`src/rtl/sbu_pkg.sv`:
```
package sbu_pkg;
  localparam logic [1:0] REG_ADDR_A = 2'd0;
  localparam logic [1:0] REG_ADDR_B = 2'd1;
  localparam logic [1:0] REG_CFG    = 2'd2;
  localparam logic [1:0] REG_STATUS = 2'd3;
  localparam int NUM_CH    = 2;
  localparam int CH_CFG_W  = 5;
  localparam int SEQ_BIT   = NUM_CH * CH_CFG_W;

  typedef struct packed {
    logic wrEn;
    logic rdEn;
    logic fetch;
    logic bus;
    logic en;
  } chanCfg_t;

  typedef struct packed {
    logic [NUM_CH-1:0] setFlag;
    logic              setArmed;
    logic              clrArmed;
  } ctlStrobe_t;
endpackage

```
`src/rtl/sbu_datapath.sv`:
```
module sbu_datapath
  import sbu_pkg::*;
#(
  parameter int WIDTH = 16
) (
  input  logic              clk,
  input  logic              rstN,
  input  logic              standby,
  input  logic              regWe,
  input  logic [1:0]        regSel,
  input  logic [WIDTH-1:0]  regWdata,
  output logic [WIDTH-1:0]  regRdata,
  input  logic              busValid,
  input  logic              busSel,
  input  logic [WIDTH-1:0]  busAddr,
  input  logic              busWrite,
  input  logic              busFetch,
  input  ctlStrobe_t        ctl,
  output logic [NUM_CH-1:0] matchVec,
  output logic              seqMode,
  output logic              armed,
  output logic [NUM_CH-1:0] flags
);
  logic [WIDTH-1:0] cmpAddr [NUM_CH];
  chanCfg_t         cfgCh   [NUM_CH];
  logic             wrOk;
  logic             cfgWr;
  logic             statusWr;

  assign wrOk     = regWe && !standby;
  assign cfgWr    = wrOk && (regSel == REG_CFG);
  assign statusWr = wrOk && (regSel == REG_STATUS);

  always_ff @(posedge clk or negedge rstN) begin
    if (!rstN) begin
      for (int i = 0; i < NUM_CH; i++) begin
        cmpAddr[i] <= '0;
        cfgCh[i]   <= '0;
      end
      seqMode <= 1'b0;
    end else if (wrOk) begin
      case (regSel)
        REG_ADDR_A: cmpAddr[0] <= regWdata;
        REG_ADDR_B: cmpAddr[1] <= regWdata;
        REG_CFG: begin
          for (int i = 0; i < NUM_CH; i++)
            cfgCh[i] <= chanCfg_t'(regWdata[i*CH_CFG_W +: CH_CFG_W]);
          seqMode <= regWdata[SEQ_BIT];
        end
        default: ;
      endcase
    end
  end

  always_ff @(posedge clk or negedge rstN) begin
    if (!rstN) begin
      flags <= '0;
    end else begin
      for (int i = 0; i < NUM_CH; i++) begin
        if (ctl.setFlag[i])                flags[i] <= 1'b1;
        else if (statusWr && !regWdata[i]) flags[i] <= 1'b0;
      end
    end
  end

  always_ff @(posedge clk or negedge rstN) begin
    if (!rstN)                 armed <= 1'b0;
    else if (cfgWr || standby) armed <= 1'b0;
    else if (ctl.setArmed)     armed <= 1'b1;
    else if (ctl.clrArmed)     armed <= 1'b0;
  end

  generate
    for (genvar g = 0; g < NUM_CH; g++) begin : gChan
      logic typeOk;
      assign typeOk = cfgCh[g].fetch ? busFetch
                    : (!busFetch && (busWrite ? cfgCh[g].wrEn : cfgCh[g].rdEn));
      assign matchVec[g] = !standby && busValid && cfgCh[g].en &&
                           (busSel == cfgCh[g].bus) &&
                           (busAddr == cmpAddr[g]) && typeOk;

      // a set flag survives unless a status write clears it
      a_r13_flag_sticky: assert property (@(posedge clk) disable iff (!rstN)
        (flags[g] && !(regWe && !standby && regSel == REG_STATUS && !regWdata[g]))
          |=> flags[g]);
    end
  endgenerate

  always_comb begin
    regRdata = '0;
    if (!standby) begin
      case (regSel)
        REG_ADDR_A: regRdata = cmpAddr[0];
        REG_ADDR_B: regRdata = cmpAddr[1];
        REG_CFG: begin
          for (int i = 0; i < NUM_CH; i++)
            regRdata[i*CH_CFG_W +: CH_CFG_W] = cfgCh[i];
          regRdata[SEQ_BIT] = seqMode;
        end
        default: begin
          regRdata[NUM_CH-1:0] = flags;
          regRdata[NUM_CH]     = armed;
        end
      endcase
    end
  end

  // reconfiguration leaves the sequence disarmed
  a_r7_cfg_disarms: assert property (@(posedge clk) disable iff (!rstN)
    (regWe && !standby && regSel == REG_CFG) |=> !armed);
endmodule

```
`src/rtl/sbu_control.sv`:
```
module sbu_control
  import sbu_pkg::*;
(
  input  logic              clk,
  input  logic              rstN,
  input  logic              standby,
  input  logic              busValid,
  input  logic              busFetch,
  input  logic              excReexec,
  input  logic              excTrap,
  input  logic              excAddrErr,
  input  logic              rteSlot,
  input  logic [NUM_CH-1:0] matchVec,
  input  logic              seqMode,
  input  logic              armed,
  output ctlStrobe_t        ctl,
  output logic              brkReq,
  output logic              brkPre
);
  logic [NUM_CH-1:0] cond;
  logic [NUM_CH-1:0] pend;
  logic [NUM_CH-1:0] pendSet;
  logic              pendFire;
  logic              brkNow;
  logic              preNow;

  always_comb begin
    ctl      = '0;
    brkNow   = 1'b0;
    preNow   = 1'b0;
    pendSet  = '0;
    cond[0]  = !seqMode && matchVec[0];
    cond[1]  = matchVec[1] && (!seqMode || armed);
    ctl.setArmed = seqMode && matchVec[0];
    if (ctl.setArmed) ctl.setFlag[0] = 1'b1;
    for (int i = 0; i < NUM_CH; i++) begin
      if (cond[i]) begin
        if (busFetch) begin
          if (rteSlot) begin
            pendSet[i] = 1'b1;
          end else begin
            brkNow = 1'b1;
            preNow = 1'b1;
            ctl.setFlag[i] = 1'b1;
          end
        end else if (excReexec) begin
          // instruction is re-executed: condition is judged again later
        end else if (excTrap || excAddrErr) begin
          ctl.setFlag[i] = 1'b1;
        end else begin
          brkNow = 1'b1;
          ctl.setFlag[i] = 1'b1;
        end
      end
    end
    ctl.clrArmed = seqMode && cond[1] && (busFetch || !excReexec);
    pendFire = !standby && busValid && busFetch && !rteSlot && (pend != '0);
    if (pendFire) begin
      brkNow = 1'b1;
      preNow = 1'b1;
      ctl.setFlag = ctl.setFlag | pend;
    end
  end

  always_ff @(posedge clk or negedge rstN) begin
    if (!rstN) begin
      pend   <= '0;
      brkReq <= 1'b0;
      brkPre <= 1'b0;
    end else begin
      pend   <= standby ? '0 : ((pendFire ? '0 : pend) | pendSet);
      brkReq <= brkNow;
      brkPre <= preNow;
    end
  end

  // no break follows a standby cycle
  a_r12_standby_quiet: assert property (@(posedge clk) disable iff (!rstN)
    standby |=> !brkReq);
  // sequential mode stays silent until armed
  a_r5_seq_needs_arm: assert property (@(posedge clk) disable iff (!rstN)
    (seqMode && !armed && pend == '0) |=> !brkReq);
  // re-execution always suppresses a data-cycle break
  a_r8_reexec_blocks: assert property (@(posedge clk) disable iff (!rstN)
    (busValid && !busFetch && excReexec) |=> !brkReq);
  // pre-execution marker only accompanies a break
  a_r4_pre_with_req: assert property (@(posedge clk) disable iff (!rstN)
    brkPre |-> brkReq);
endmodule

```
`src/rtl/seq_break_unit.sv`:
```
module seq_break_unit
  import sbu_pkg::*;
#(
  parameter int WIDTH = 16
) (
  input  logic             clk,
  input  logic             rstN,
  input  logic             standby,
  input  logic             busValid,
  input  logic             busSel,
  input  logic [WIDTH-1:0] busAddr,
  input  logic             busWrite,
  input  logic             busFetch,
  input  logic             excReexec,
  input  logic             excTrap,
  input  logic             excAddrErr,
  input  logic             rteSlot,
  input  logic             regWe,
  input  logic [1:0]       regSel,
  input  logic [WIDTH-1:0] regWdata,
  output logic [WIDTH-1:0] regRdata,
  output logic             brkReq,
  output logic             brkPre,
  output logic [1:0]       matchFlags
);
  ctlStrobe_t        ctl;
  logic [NUM_CH-1:0] matchVec;
  logic              seqMode;
  logic              armed;

  sbu_datapath #(.WIDTH(WIDTH)) uData (
    .clk(clk), .rstN(rstN), .standby(standby),
    .regWe(regWe), .regSel(regSel), .regWdata(regWdata), .regRdata(regRdata),
    .busValid(busValid), .busSel(busSel), .busAddr(busAddr),
    .busWrite(busWrite), .busFetch(busFetch),
    .ctl(ctl), .matchVec(matchVec), .seqMode(seqMode), .armed(armed),
    .flags(matchFlags)
  );

  sbu_control uCtrl (
    .clk(clk), .rstN(rstN), .standby(standby),
    .busValid(busValid), .busFetch(busFetch),
    .excReexec(excReexec), .excTrap(excTrap), .excAddrErr(excAddrErr),
    .rteSlot(rteSlot), .matchVec(matchVec), .seqMode(seqMode), .armed(armed),
    .ctl(ctl), .brkReq(brkReq), .brkPre(brkPre)
  );
endmodule

```
`config.mk`:
```
export PLATFORM = sky130hd
export DESIGN_NAME = seq_break_unit
export DESIGN_NICKNAME = d
export VERILOG_FILES = /design/src/rtl/sbu_pkg.sv /design/src/rtl/sbu_datapath.sv /design/src/rtl/sbu_control.sv /design/src/rtl/seq_break_unit.sv
export SDC_FILE = /design/constraint.sdc
export NUM_CORES = 1
export LEC_CHECK = 0
export ABC_AREA = 1
export BUFFER_PORTS_ARGS = -buffer_cell sky130_fd_sc_hd__buf_2
export CORE_UTILIZATION = 55
export CTS_BUF_LIST = sky130_fd_sc_hd__clkbuf_4 sky130_fd_sc_hd__clkbuf_8
export CTS_CLUSTER_DIAMETER = 40
export DETAILED_ROUTE_END_ITERATION = 6
export GPL_TIMING_DRIVEN = 0
export HOLD_SLACK_MARGIN = 0.1
export PLACE_DENSITY = 0.8
export SKIP_CTS_REPAIR_TIMING = 1
export SYNTH_ARGS = -nofsm -noshare
export SYNTH_HDL_FRONTEND = slang
export SYNTH_HIERARCHICAL = 1
export SYNTH_SLANG_ARGS = --single-unit
```
`constraint.sdc`:
```
create_clock -name clk -period 2.1 [get_ports clk]
set_clock_uncertainty 0.15 [all_clocks]
set_input_delay 0.315 -clock clk [delete_from_list [all_inputs] [get_ports clk]]
set_output_delay 0.315 -clock clk [all_outputs]
set_load 0.02 [all_outputs]
```
# Word level (Yosys, flattened, before mapping)
# Index checks and enable logic that the tools add are counted.
# classes
n_eq_ne	7
mux	47
bitwise	2
reduce_logical	43
# op_table
op	n
1-bit 2-to-1 mux	40
16-bit equality test	2
1-bit logical AND	24
8-bit case mux with 3 select lines	1
16-bit 2-to-1 mux	1
5-bit case mux with 2 select lines	1
3-bit case mux with 3 select lines	1
1-bit zero test	7
2-bit 2-to-1 mux	3
2-bit AND reduction	3
2-bit nonzero test	3
2-bit equality test (second input constant)	2
1-bit logical OR	4
2-bit bitwise OR	2
3-bit nonzero test	1
1-bit equality test	2
2-bit by 1-bit equality test with 1-bit output (second input constant)	1
2-bit zero test	1
# totals
ff_bits	50
in_bits	46
out_inout_bits	20

# Longest topological paths before layout
# Gate-level depths: netlist (run 1).
# logic_depth
depth_word	14
depth_mapped	13
ltp_nobuf	13

# Modules after synthesis
# Netlist (run 1), hierarchy kept.
# modules_own_cells
module	instances	cells_each	area_per_inst_um2	seq_area_each_um2
sbu_datapath	1	432	2872.8	1151.1
sbu_control	1	41	272.8	100.1

# Worst setup path after synthesis (run 1)
# Ideal clock, no wire load.
# synth_timing
path_type	in2reg
start	input standby
end	register uData.armed
setup_time_ps	120
arrival_ps	1392
required_time_ps	1830
path_slack_ps	438
path_stages	13
n_path_buf	1
path_cell_list	buf_4 > inv_2 > nand3_1 > nor2_1 > nand2_1 > nor2_1 > nand2_1 > nor2_1 > nand2_1 > nor3_1 > inv_1 > a21oi_1 > nor3_1
# synth_lines
element	line	source
start: declaration	seq_break_unit.sv:8	input logic standby,
end signal: assignment	sbu_datapath.sv:67	if (!rstN) armed <= 1'b0;
end signal: assignment	sbu_datapath.sv:68	else if (cfgWr || standby) armed <= 1'b0;
end signal: assignment	sbu_datapath.sv:69	else if (ctl.setArmed) armed <= 1'b1;
end: declaration	sbu_datapath.sv:21	output logic armed,

# Final worst setup path (run 1)
# layout_timing
start	input regSel[0]
end	output regRdata[2]
# layout_via
elab_chain_cells	3
word_cells_on_any_way	5
classes_between	2 x eq/ne; 2 x mux; 1 x reduce/logical
# layout_rtl
element	line	source
start: declaration	seq_break_unit.sv:19	input logic [1:0] regSel,
2-bit equality test, or another cell as far along	sbu_datapath.sv:92	case (regSel)
3-bit case mux with 3 select lines (*)	sbu_datapath.sv:92	
16-bit 2-to-1 mux (*)	sbu_datapath.sv:91	if (!standby) begin
end: declaration	seq_break_unit.sv:21	output logic [WIDTH-1:0] regRdata,
# Mark *: on every way between the ends. The rest lies on a longest branch, timed or not.

==> results of run 1 <==
[routing by layer]
layer,up-vias,wire (um),track usage (%)
li1,1594,-,-
met1,1446,3680,40.1
met2,154,3960,51.1
met3,19,702,4.12
met4,0,178,9.62
met5,-,0,0
[critical path: stages]
cell and delay (ns):
buf_2 0.14, nor2_1 0.13, clkbuf_4 0.26, inv_1 0.18
o221ai_1 0.24, nand2_1 0.10, inv_1 0.06, buf_2 0.15
[layout by cell type, fill, tap and decap left out, types with 3 or more instances in the layout]
master,count
nand2_1,184
inv_1,86
buf_2,68
dfrtp_1,50
o21ai_0,42
nor2_1,24
nand3_1,10
a21oi_1,10
o21ai_2,9
o211ai_1,8
clkbuf_8,6
inv_2,5
nor3_1,4
o221ai_1,4
nand2_2,3
inv_4,3
clkbuf_2,3
xnor2_1,3
o21ai_1,3
[sequential cells by signal, summed over array words and instances, names as in the netlist]
signal         cells
uData/cmpAddr     32
uData/cfgCh       10
uData/armed        1
uCtrl/brkPre       1
uCtrl/brkReq       1
uCtrl/pend         2
uData/flags        2
uData/seqMode      1
[cell usage after synthesis, drive strengths merged]
library cell  instances  area [um^2]
o221ai                4         35.0
o21bai                2         15.0
nand3                10         50.1
inv                  94          360
o21ai                54          304
nor3                  4         20.0
clkinv                1         5.00
nor2                 29          143
buf                   7         46.3
xnor2                 3         26.3
nand4                 2         12.5
o211ai                8         60.1
a21oi                10         50.1
clkbuf                3         13.8
dfrtp                50         1250
o2111ai               1         8.76
o22ai                 1         6.26
nand2               189          732
or2                   1         6.26
[layout make-up]
type | count | area [um^2] | area share [%]
Clock buffer | 7 | 90.1 | 2.45
Inverter | 95 | 365 | 9.95
Multi-Input combinational cell | 318 | 1470 | 40.1
Clock inverter | 1 | 5.00 | 0.136
Sequential cell | 50 | 1250 | 34.1
Buffer | 10 | 63.8 | 1.74
Timing Repair Buffer | 66 | 335 | 9.13
Tap cell | 72 | 90.1 | 2.45
[per-stage QoR]
| step | worst slack [ns] | instances | instance area [um^2] | setup TNS (ns) |
|---|---|---|---|---|
| 2_1_floorplan | 0.438 | 473 | 3150 | 0 |
| 3_3_place_gp | 0.0638 | 610 | 3560 | 0 |
| 3_5_place_dp | 0.0382 | 610 | 3560 | 0 |
| 4_1_cts | 0.0485 | 618 | 3660 | 0 |
| 5_1_grt | -0.00924 | 619 | 3670 | -0.00924 |
| 6_report | 0.0535 | 619 | 3670 | 0 |
[report_power, final]
part	switching [mW]	internal [mW]	leakage, nW
clock network	0.315	0.279	0.0517
registers	0.151	1.12	0.636
logic	0.444	0.273	1.45
total	0.911	1.68	2.14
[logic make-up (layout without fill, tap and decap cells)]
group | Yosys count | count (layout) | share of synthesized area [%]
AO/OA/AOI/OAI | 80 | 80 | 15.2
AND/OR/NAND/NOR | 235 | 235 | 30.6
buffers and inverters | 105 | 179 | 13.5
XOR/XNOR | 3 | 3 | 0.835
flip-flops | 50 | 50 | 39.8
[worst paths after layout]
kind                                                     from                             to  slack [ns]
worst min register to register  uData/cmpAddr[18]$_DFFE_PN0P_  uData/cmpAddr[18]$_DFFE_PN0P_        0.37
worst max register to register  uData/cmpAddr[19]$_DFFE_PN0P_        uData/armed$_DFFE_PN0P_        0.26
worst min-delay path                                     rstN     uData/cfgCh[8]$_DFFE_PN0P_        0.07
worst max-delay path                                regSel[0]                    regRdata[2]        0.05
min in group clk                                 regWdata[13]  uData/cmpAddr[13]$_DFFE_PN0P_        0.11
max in group asynchronous                                rstN  uData/cmpAddr[22]$_DFFE_PN0P_        1.06
==> results.txt, run 1 <==
status: finished, final reports clean
Setup Viol. Count Final: 0
sequential fraction of the synthesis area: 39.8%
initial DRC count: 322
min Tclk post-route: 2.05 ns
WHS: 0.0655 ns
global-route usage over all layers: 30.2%
Leak: 2.14 nW
slew margin rel.: 26.3%
Final Hold Fails: 0
total power: 2.59 mW
antenna violations before repair: 0
register bit total from synthesis: 50
crit end category: output port
I/O pin count: 66
worst vdd ir: 0.472 mV
Chip Width: 77.6 um
Core ar.: 5510 um^2
die area: 6030 um^2
Syn. warnings: 6
port buffer count: 65
die height: 77.6 um
DRT Pass-1 Iters: 5
FP Rows: 27
GPL Wtd Cong: 0.914
Cells after Synth: 473
Fmax: 489 MHz
clk slew on worst S/H paths: 0.09 ns
Avg Cell Area, Syn: 6.65 um^2
Worst EP arrival: 1.58 ns
global-route wire length before repair: 13800 um
drt drc: 0
area delta synth->final: 16.7%
DPL Wire Length: 6240 um
GRT overflow: 0
CP required: 1.63 ns
vias in the first global route: 2973
share of cells above drive strength 1: 20.5%
Core Util, Final: 66.7%
Worst Path Max Fanout: 10
CTS H-tree depth: 2
Mapped Area: 3150 um^2
Worst Max-Slew Pin Slew: 1.11 ns
Clock Tree Buf Depth: 2
clk_lat worst skew: 0.30 ns
n_diodes: 0
CTS tree: yes
Hold Path Class: in2async
Pins Over Slew Limit: 0
Vias: 3213
Yosys cell types: 31
FILL cells: 527
Final ANT Viol Nets: 0
period utilization: 97.5%
max_cap viols: 0
CTS Buf Count: 5
reg2reg path depth: 9
root buffer selected by CTS: clkbuf_8
nets: 592
largest net degree at the start of global routing: 51
syn nets: 519
Crit Path Class: in2out
Avg WL per Cell: 13.8 um
Startpoint Class: input pin
vias per cell: 5.19
Routed WL: 8520 um
Initial Util: 57.1%
Clock Sinks: 50
Pwr Density: 705 nW/um^2
Power figures use the tool's default switching activity.
==> run 2, diff against run 1 <==
--- a/config.mk
+++ b/config.mk
@@ -5,7 +5,6 @@
 export SDC_FILE = /design/constraint.sdc
 export NUM_CORES = 1
 export LEC_CHECK = 0
-export ABC_AREA = 1
 export BUFFER_PORTS_ARGS = -buffer_cell sky130_fd_sc_hd__buf_2
 export CORE_UTILIZATION = 55
 export CTS_BUF_LIST = sky130_fd_sc_hd__clkbuf_4 sky130_fd_sc_hd__clkbuf_8
@@ -13,7 +12,7 @@
 export DETAILED_ROUTE_END_ITERATION = 6
 export GPL_TIMING_DRIVEN = 0
 export HOLD_SLACK_MARGIN = 0.1
-export PLACE_DENSITY = 0.8
+export PLACE_DENSITY = 0.81
 export SKIP_CTS_REPAIR_TIMING = 1
 export SYNTH_ARGS = -nofsm -noshare
 export SYNTH_HDL_FRONTEND = slang
==> run 2 against run 1 <==
Effect of this change: the flow now finishes with violations (negative setup slack); design area is 6.5% lower; synthesized area down 9.8%; synthesized cell count shrank 47%; total power up 3.2%; via count decreased by 30%; hold slack gained 0.00076 ns; routed wire length is 18% lower; die area decreased by 9.6%; register-to-register slack got worse by 0.37 ns; critical path type is now reg2reg; critical endpoint is now uData/armed$_DFFE_PN0P_; largest power group unchanged.
==> results.txt, run 2 <==
vias per cell: 5.78
Worst Max-Slew Pin Slew: 1.12 ns
multiplexer share of the synthesized area: 24.0%
clk_lat worst skew: 0.31 ns
Synth Flop Type: dfrtp_1
Syn. warnings: 6
Top Registers: uData/cmpAddr x32, uData/cfgCh x10
Post-DP Area: 3250 um^2
switching share of power: 31.9%
slew margin rel.: 25.5%
CTS Buf Count: 5
Crit Path Class: reg2reg
Core ar.: 4850 um^2
Pins Over Slew Limit: 0
Worst EP arrival: 2.25 ns
clk slew on worst S/H paths: 0.09 ns
CP peak stage delay: 0.41 ns
Clock Tree Buf Depth: 2
Yosys cell types: 38
Fmax: 452 MHz
failing checks: negative setup slack
internal power: 1.82 mW
most frequent cells in the layout: 66 x buf_2, 50 x dfrtp_1, 41 x mux2_2
CP max stage cell: dfrtp_1
CTS tree: yes
FILL cells: 375
Post-synth EDFFs: 0
register bit total from synthesis: 50
top cells by area, synth: dfrtp_1 44%, mux2_2 16%, xor2_1 5.6%
cell area after layout: 3430 um^2
vias in the first global route: 2071
main combinational cell family by area after synthesis: multiplexers
RSZ-0062 raised after global routing: true
sequential share of power: 49.5%
crit end category: register
initial DRC count: 106
Initial Util: 58.5%
Worst Path Max Fanout: 4
Setup TNS: -0.254 ns
Avg Cell Area, Syn: 11.4 um^2
worst reg2reg startpoint: uData/cmpAddr[13]$_DFFE_PN0P_
die height: 73.8 um
period utilization: 105%
Pwr Density: 779 nW/um^2
nets: 370
async set-reset flop share out of synthesis: 100%
Clock Sinks: 50
reg2reg path depth: 8
Core Util, Final: 70.8%
Hold Path Class: in2async
port buffer count: 65
Avg WL per Cell: 17.8 um
R2R Setup Slk: -0.11 ns
Comb pwr share: 28.4%
GPL Wtd Cong: 0.849
global-route usage over all layers: 26.3%
syn nets: 295
FP Rows: 25
Reg with most FFs: uData/cmpAddr
crit-path cells: xor2_1 > nor4_2 > o211ai_1 > nor4_4 > and4_1 > inv_1 > a21oi_2 > nor3_2
min Tclk post-route: 2.21 ns
global-route wire length before repair: 10500 um
die area: 5450 um^2
DPL Wire Length: 5040 um
WHS: 0.0662 ns
CP required: 2.14 ns
DRT Pass-1 Iters: 4
CP top delay family: simple AND/OR/NAND/NOR gates
most frequent cell after synthesis: dfrtp_1
max_cap viols: 0
Cells after Synth: 249
Leak: 1.60 nW
n_diodes: 0
Vias: 2265
share of cells above drive strength 1: 42.8%
Setup Viol. Count Final: 4
Mapped Area: 2840 um^2
status: complete, but fails checks
largest area contributor in the netlist: dfrtp_1
grt met3 use: 3.70%
root buffer selected by CTS: clkbuf_8
Final Hold Fails: 0
Synth Area in Adders: 0%
met1 Use GR: 34.8%
commonest non-fill, non-tap cell in the layout: buf_2
antenna violations before repair: 0
CP bufs+invs: 1
Chip Width: 73.8 um
worst vdd ir: 0.449 mV
Final ANT Viol Nets: 0
xor/xnor cell area share of the yosys netlist: 10.5%
drt drc: 0
GRT busiest layer: met2
Startpoint Class: register
sequential fraction of the synthesis area: 44.1%
area delta synth->final: 21.0%
complex-gate fraction of the synthesized area: 5.87%
Setup WS post-layout: -0.111 ns
Worst R2R End: uData/armed$_DFFE_PN0P_
Clk network pwr share: 22.2%
met2 GRT Util: 45.0%
largest net degree at the start of global routing: 51
CTS H-tree depth: 2
area fraction of the dominant cell type after synthesis: 44.1%
max reg flops: 32
Routed WL: 6970 um
I/O pin count: 66
Synth top cells by count: 50 x dfrtp_1, 41 x mux2_2, 26 x nor2_1, 18 x xor2_1, 16 x xnor2_1
critical path depth: 8
simple-gate share of the synthesized area: 13.0%
switching power: 0.852 mW
GRT overflow: 0
-- run 2: power by group through the flow --
| stage | clock, mW | combinational, mW | sequential (mW) |
|---|---|---|---|
| after floorplan | 0 | 0.503 | 1.29 |
| after global placement | 0 | 0.689 | 1.32 |
| after detailed placement | 0 | 0.710 | 1.34 |
| after CTS | 0.606 | 0.714 | 1.32 |
| after global routing | 0.640 | 0.812 | 1.34 |
| final | 0.592 | 0.758 | 1.32 |
-- run 2: stage by stage --
| step | setup slack, ns | std cells | total power [mW] |
|---|---|---|---|
| global placement | -0.329 | 381 | 2.01 |
| detailed placement | -0.422 | 381 | 2.05 |
| global route | -0.174 | 392 | 2.80 |
| finish | -0.111 | 392 | 2.67 |
| CTS | -0.425 | 389 | 2.64 |
| floorplan | 0.0648 | 249 | 1.79 |
-- run 2: worst register-to-register path: stages, from the launching register on --
cell	delay (ns)
dfrtp_1	0.41
xor2_1	0.16
nor4_2	0.32
o211ai_1	0.20
nor4_4	0.39
and4_1	0.24
inv_1	0.05
a21oi_2	0.12
nor3_2	0.05
-- run 2: cells by family (layout without fill, tap and decap cells) --
group                     Yosys count  after routing
and+or+nand+nor                    67             67
muxes                              59             59
DFF                                50             50
xor gates and xnor gates           34             34
AOI/OAI and AO/OA                  26             26
buffers and inverters              13             89
-- run 2: how the worst max path moves through the flow --
stage	from	slack (ns)	to
after floorplan	uData/cmpAddr[13]$_DFFE_PN0P_	0.06	uData/armed$_DFFE_PN0P_
after global placement	busAddr[9]	-0.33	uData/armed$_DFFE_PN0P_
after detailed placement	busAddr[11]	-0.42	uCtrl/brkPre$_DFF_PN0_
after CTS	uData/cmpAddr[23]$_DFFE_PN0P_	-0.42	uCtrl/brkPre$_DFF_PN0_
after global routing	uData/cmpAddr[13]$_DFFE_PN0P_	-0.17	uData/armed$_DFFE_PN0P_
final	uData/cmpAddr[13]$_DFFE_PN0P_	-0.11	uData/armed$_DFFE_PN0P_
-- run 2: layout make-up --
| cell class | instances | area (um^2) | share of cell area, % |
|---|---|---|---|
| inverters | 3 | 11.3 | 0.328 |
| multi-input cells | 186 | 1570 | 45.7 |
| repair buffers | 68 | 350 | 10.2 |
| clock buffers | 7 | 90.1 | 2.62 |
| plain buffers | 10 | 71.3 | 2.08 |
| clock inverters | 1 | 5.00 | 0.146 |
| well taps | 67 | 83.8 | 2.44 |
| flip-flops and latches | 50 | 1250 | 36.5 |
-- run 2: per-layer routing --
metal,up-vias,share of wire [%]
met2,97,50
met3,8,5.8
met1,1123,43
met4,0,1.5
met5,-,0
li1,1037,-
==> run 3, diff against run 2 <==
--- a/config.mk
+++ b/config.mk
@@ -13,6 +13,7 @@
 export GPL_TIMING_DRIVEN = 0
 export HOLD_SLACK_MARGIN = 0.1
 export PLACE_DENSITY = 0.81
+export SETUP_SLACK_MARGIN = 0.5
 export SKIP_CTS_REPAIR_TIMING = 1
 export SYNTH_ARGS = -nofsm -noshare
 export SYNTH_HDL_FRONTEND = slang
==> run 3 against run 2 <==
Effect of this change: the flow still finishes with violations (negative setup slack); largest power group unchanged; critical endpoint is now uCtrl/brkPre$_DFF_PN0_; sequential power hardly changed; design area is 13% higher; worst setup slack improved by 0.042 ns; highest routed layer unchanged; critical path depth down 1; non-clock buffer count is 25 higher; combinational power is 20% higher.
==> results.txt, run 3 (synthesis gave the netlist of run 2 again) <==
CP required: 2.18 ns
Pins Over Slew Limit: 0
initial DRC count: 183
Final Hold Fails: 0
Routed WL: 7790 um
root buffer selected by CTS: clkbuf_8
port buffer count: 65
slew margin rel.: 25.1%
FF+latch area: 1250 um^2
Hold Path Class: in2async
Chip Width: 73.8 um
max_cap viols: 0
DPL Wire Length: 4850 um
Worst EP arrival: 2.25 ns
max reg flops: 32
Crit Path Class: reg2reg
CP peak stage delay: 0.42 ns
global-route usage over all layers: 27.8%
crit path launch: uData/cmpAddr[27]$_DFFE_PN0P_
drt drc: 0
Clk network pwr share: 20.7%
switching power: 0.884 mW
vias in the first global route: 2112
GRT overflow: 0
crit end category: register
area delta synth->final: 36.4%
crit-path cells: xor2_1 > nor4_2 > o211ai_1 > nor4_4 > nor2_1 > a2bb2oi_1 > o21ai_1
Initial Util: 58.5%
antenna violations before repair: 0
period utilization: 103%
Fmax: 461 MHz
DRT Pass-1 Iters: 4
Clock Tree Buf Depth: 2
GPL Wtd Cong: 0.899
clk_lat worst skew: 0.30 ns
Setup Viol. Count Final: 6
CP max stage cell: dfrtp_1
die area: 5450 um^2
Cell Count Post-Placement: 381
failing checks: negative setup slack
commonest non-fill, non-tap cell in the layout: dfrtp_1
Setup WS post-layout: -0.0693 ns
I/O pin count: 66
Top Registers: uData/cmpAddr x32, uData/cfgCh x10
FP Rows: 25
n_diodes: 0
Non-Filler Instances: 417
die height: 73.8 um
CTS tree: yes
Reg with most FFs: uData/cmpAddr
Pwr Density: 729 nW/um^2
share of cells above drive strength 1: 48.0%
Startpoint Class: register
internal power: 1.94 mW
CTS Buf Count: 5
RSZ-0062 raised after global routing: true
area taken by multi-input logic gates: 1650 um^2
Clock Sinks: 50
status: complete, but fails checks
WHS: 0.0697 ns
Final ANT Viol Nets: 0
total power: 2.82 mW
FILL cells: 278
most frequent cells in the layout: 49 x dfrtp_1, 47 x buf_2, 34 x buf_4
global-route wire length before repair: 10900 um
CTS H-tree depth: 2
Worst Max-Slew Pin Slew: 1.12 ns
Comb pwr share: 32.3%
nets: 395
CP top delay family: simple AND/OR/NAND/NOR gates
Core ar.: 4850 um^2
Avg WL per Cell: 18.7 um
Worst Path Max Fanout: 4
switching share of power: 31.4%
worst vdd ir: 0.460 mV
min Tclk post-route: 2.17 ns
worst reg2reg startpoint: uData/cmpAddr[27]$_DFFE_PN0P_
vias per cell: 5.67
largest net degree at the start of global routing: 51
clk slew on worst S/H paths: 0.09 ns
CP bufs+invs: 0
sequential share of power: 47.0%
Leak: 1.83 nW
Vias: 2364
## run 3: metrics by stage
| step | setup WS (ns) | TNS (ns) | instance area [um^2] | util, % |
|---|---|---|---|---|
| floorplan | 0.210 | 0 | 2940 | - |
| detailed placement | -0.208 | -2.34 | 3350 | 69.0 |
| global route | -0.201 | -1.00 | 3870 | 79.8 |
| finish | -0.0693 | -0.253 | 3870 | 79.8 |
| global placement | -0.196 | -2.12 | 3350 | 69.0 |
| CTS | -0.120 | -0.303 | 3440 | 70.9 |
## run 3: cell type report
cell class	count	area share [%]
Inverter	3	0.291
Clock buffer	8	2.36
Buffer	10	2.91
Sequential cell	50	32.4
Tap cell	67	2.17
Timing Repair Buffer	93	17.4
Multi-Input combinational cell	186	42.5
## run 3: per-layer routing
metal / vias to the layer above / part of all wire, % / global-route usage [%]
li1: 1079 / - / -
met1: 1169 / 44 / 38.4
met2: 98 / 49 / 44.6
met3: 18 / 5.0 / 5.21
met4: 0 / 2.6 / 8.33
met5: - / 0 / 0
## run 3: power by group through the flow
stage	clock network [mW]	registers, mW	logic [mW]
6_report	0.584	1.33	0.910
5_1_grt	0.632	1.35	0.973
4_1_cts	0.594	1.32	0.760
3_5_place_dp	0	1.34	0.752
3_3_place_gp	0	1.33	0.737
2_1_floorplan	0	1.29	0.550
## run 3: worst paths after layout
check / to / slack [ns] / depth (start not counted)
setup / recovery: uCtrl/brkPre$_DFF_PN0_ / -0.07 / 7
hold / removal: uData/cmpAddr[27]$_DFFE_PN0P_ / 0.07 / 1
setup reg to reg: uCtrl/brkPre$_DFF_PN0_ / -0.07 / 7
hold reg to reg: uCtrl/brkReq$_DFF_PN0_ / 0.39 / 2
max in group asynchronous: uData/flags[0]$_DFFE_PN0P_ / 0.98 / 1
min in group clk: uData/cmpAddr[27]$_DFFE_PN0P_ / 0.10 / 2
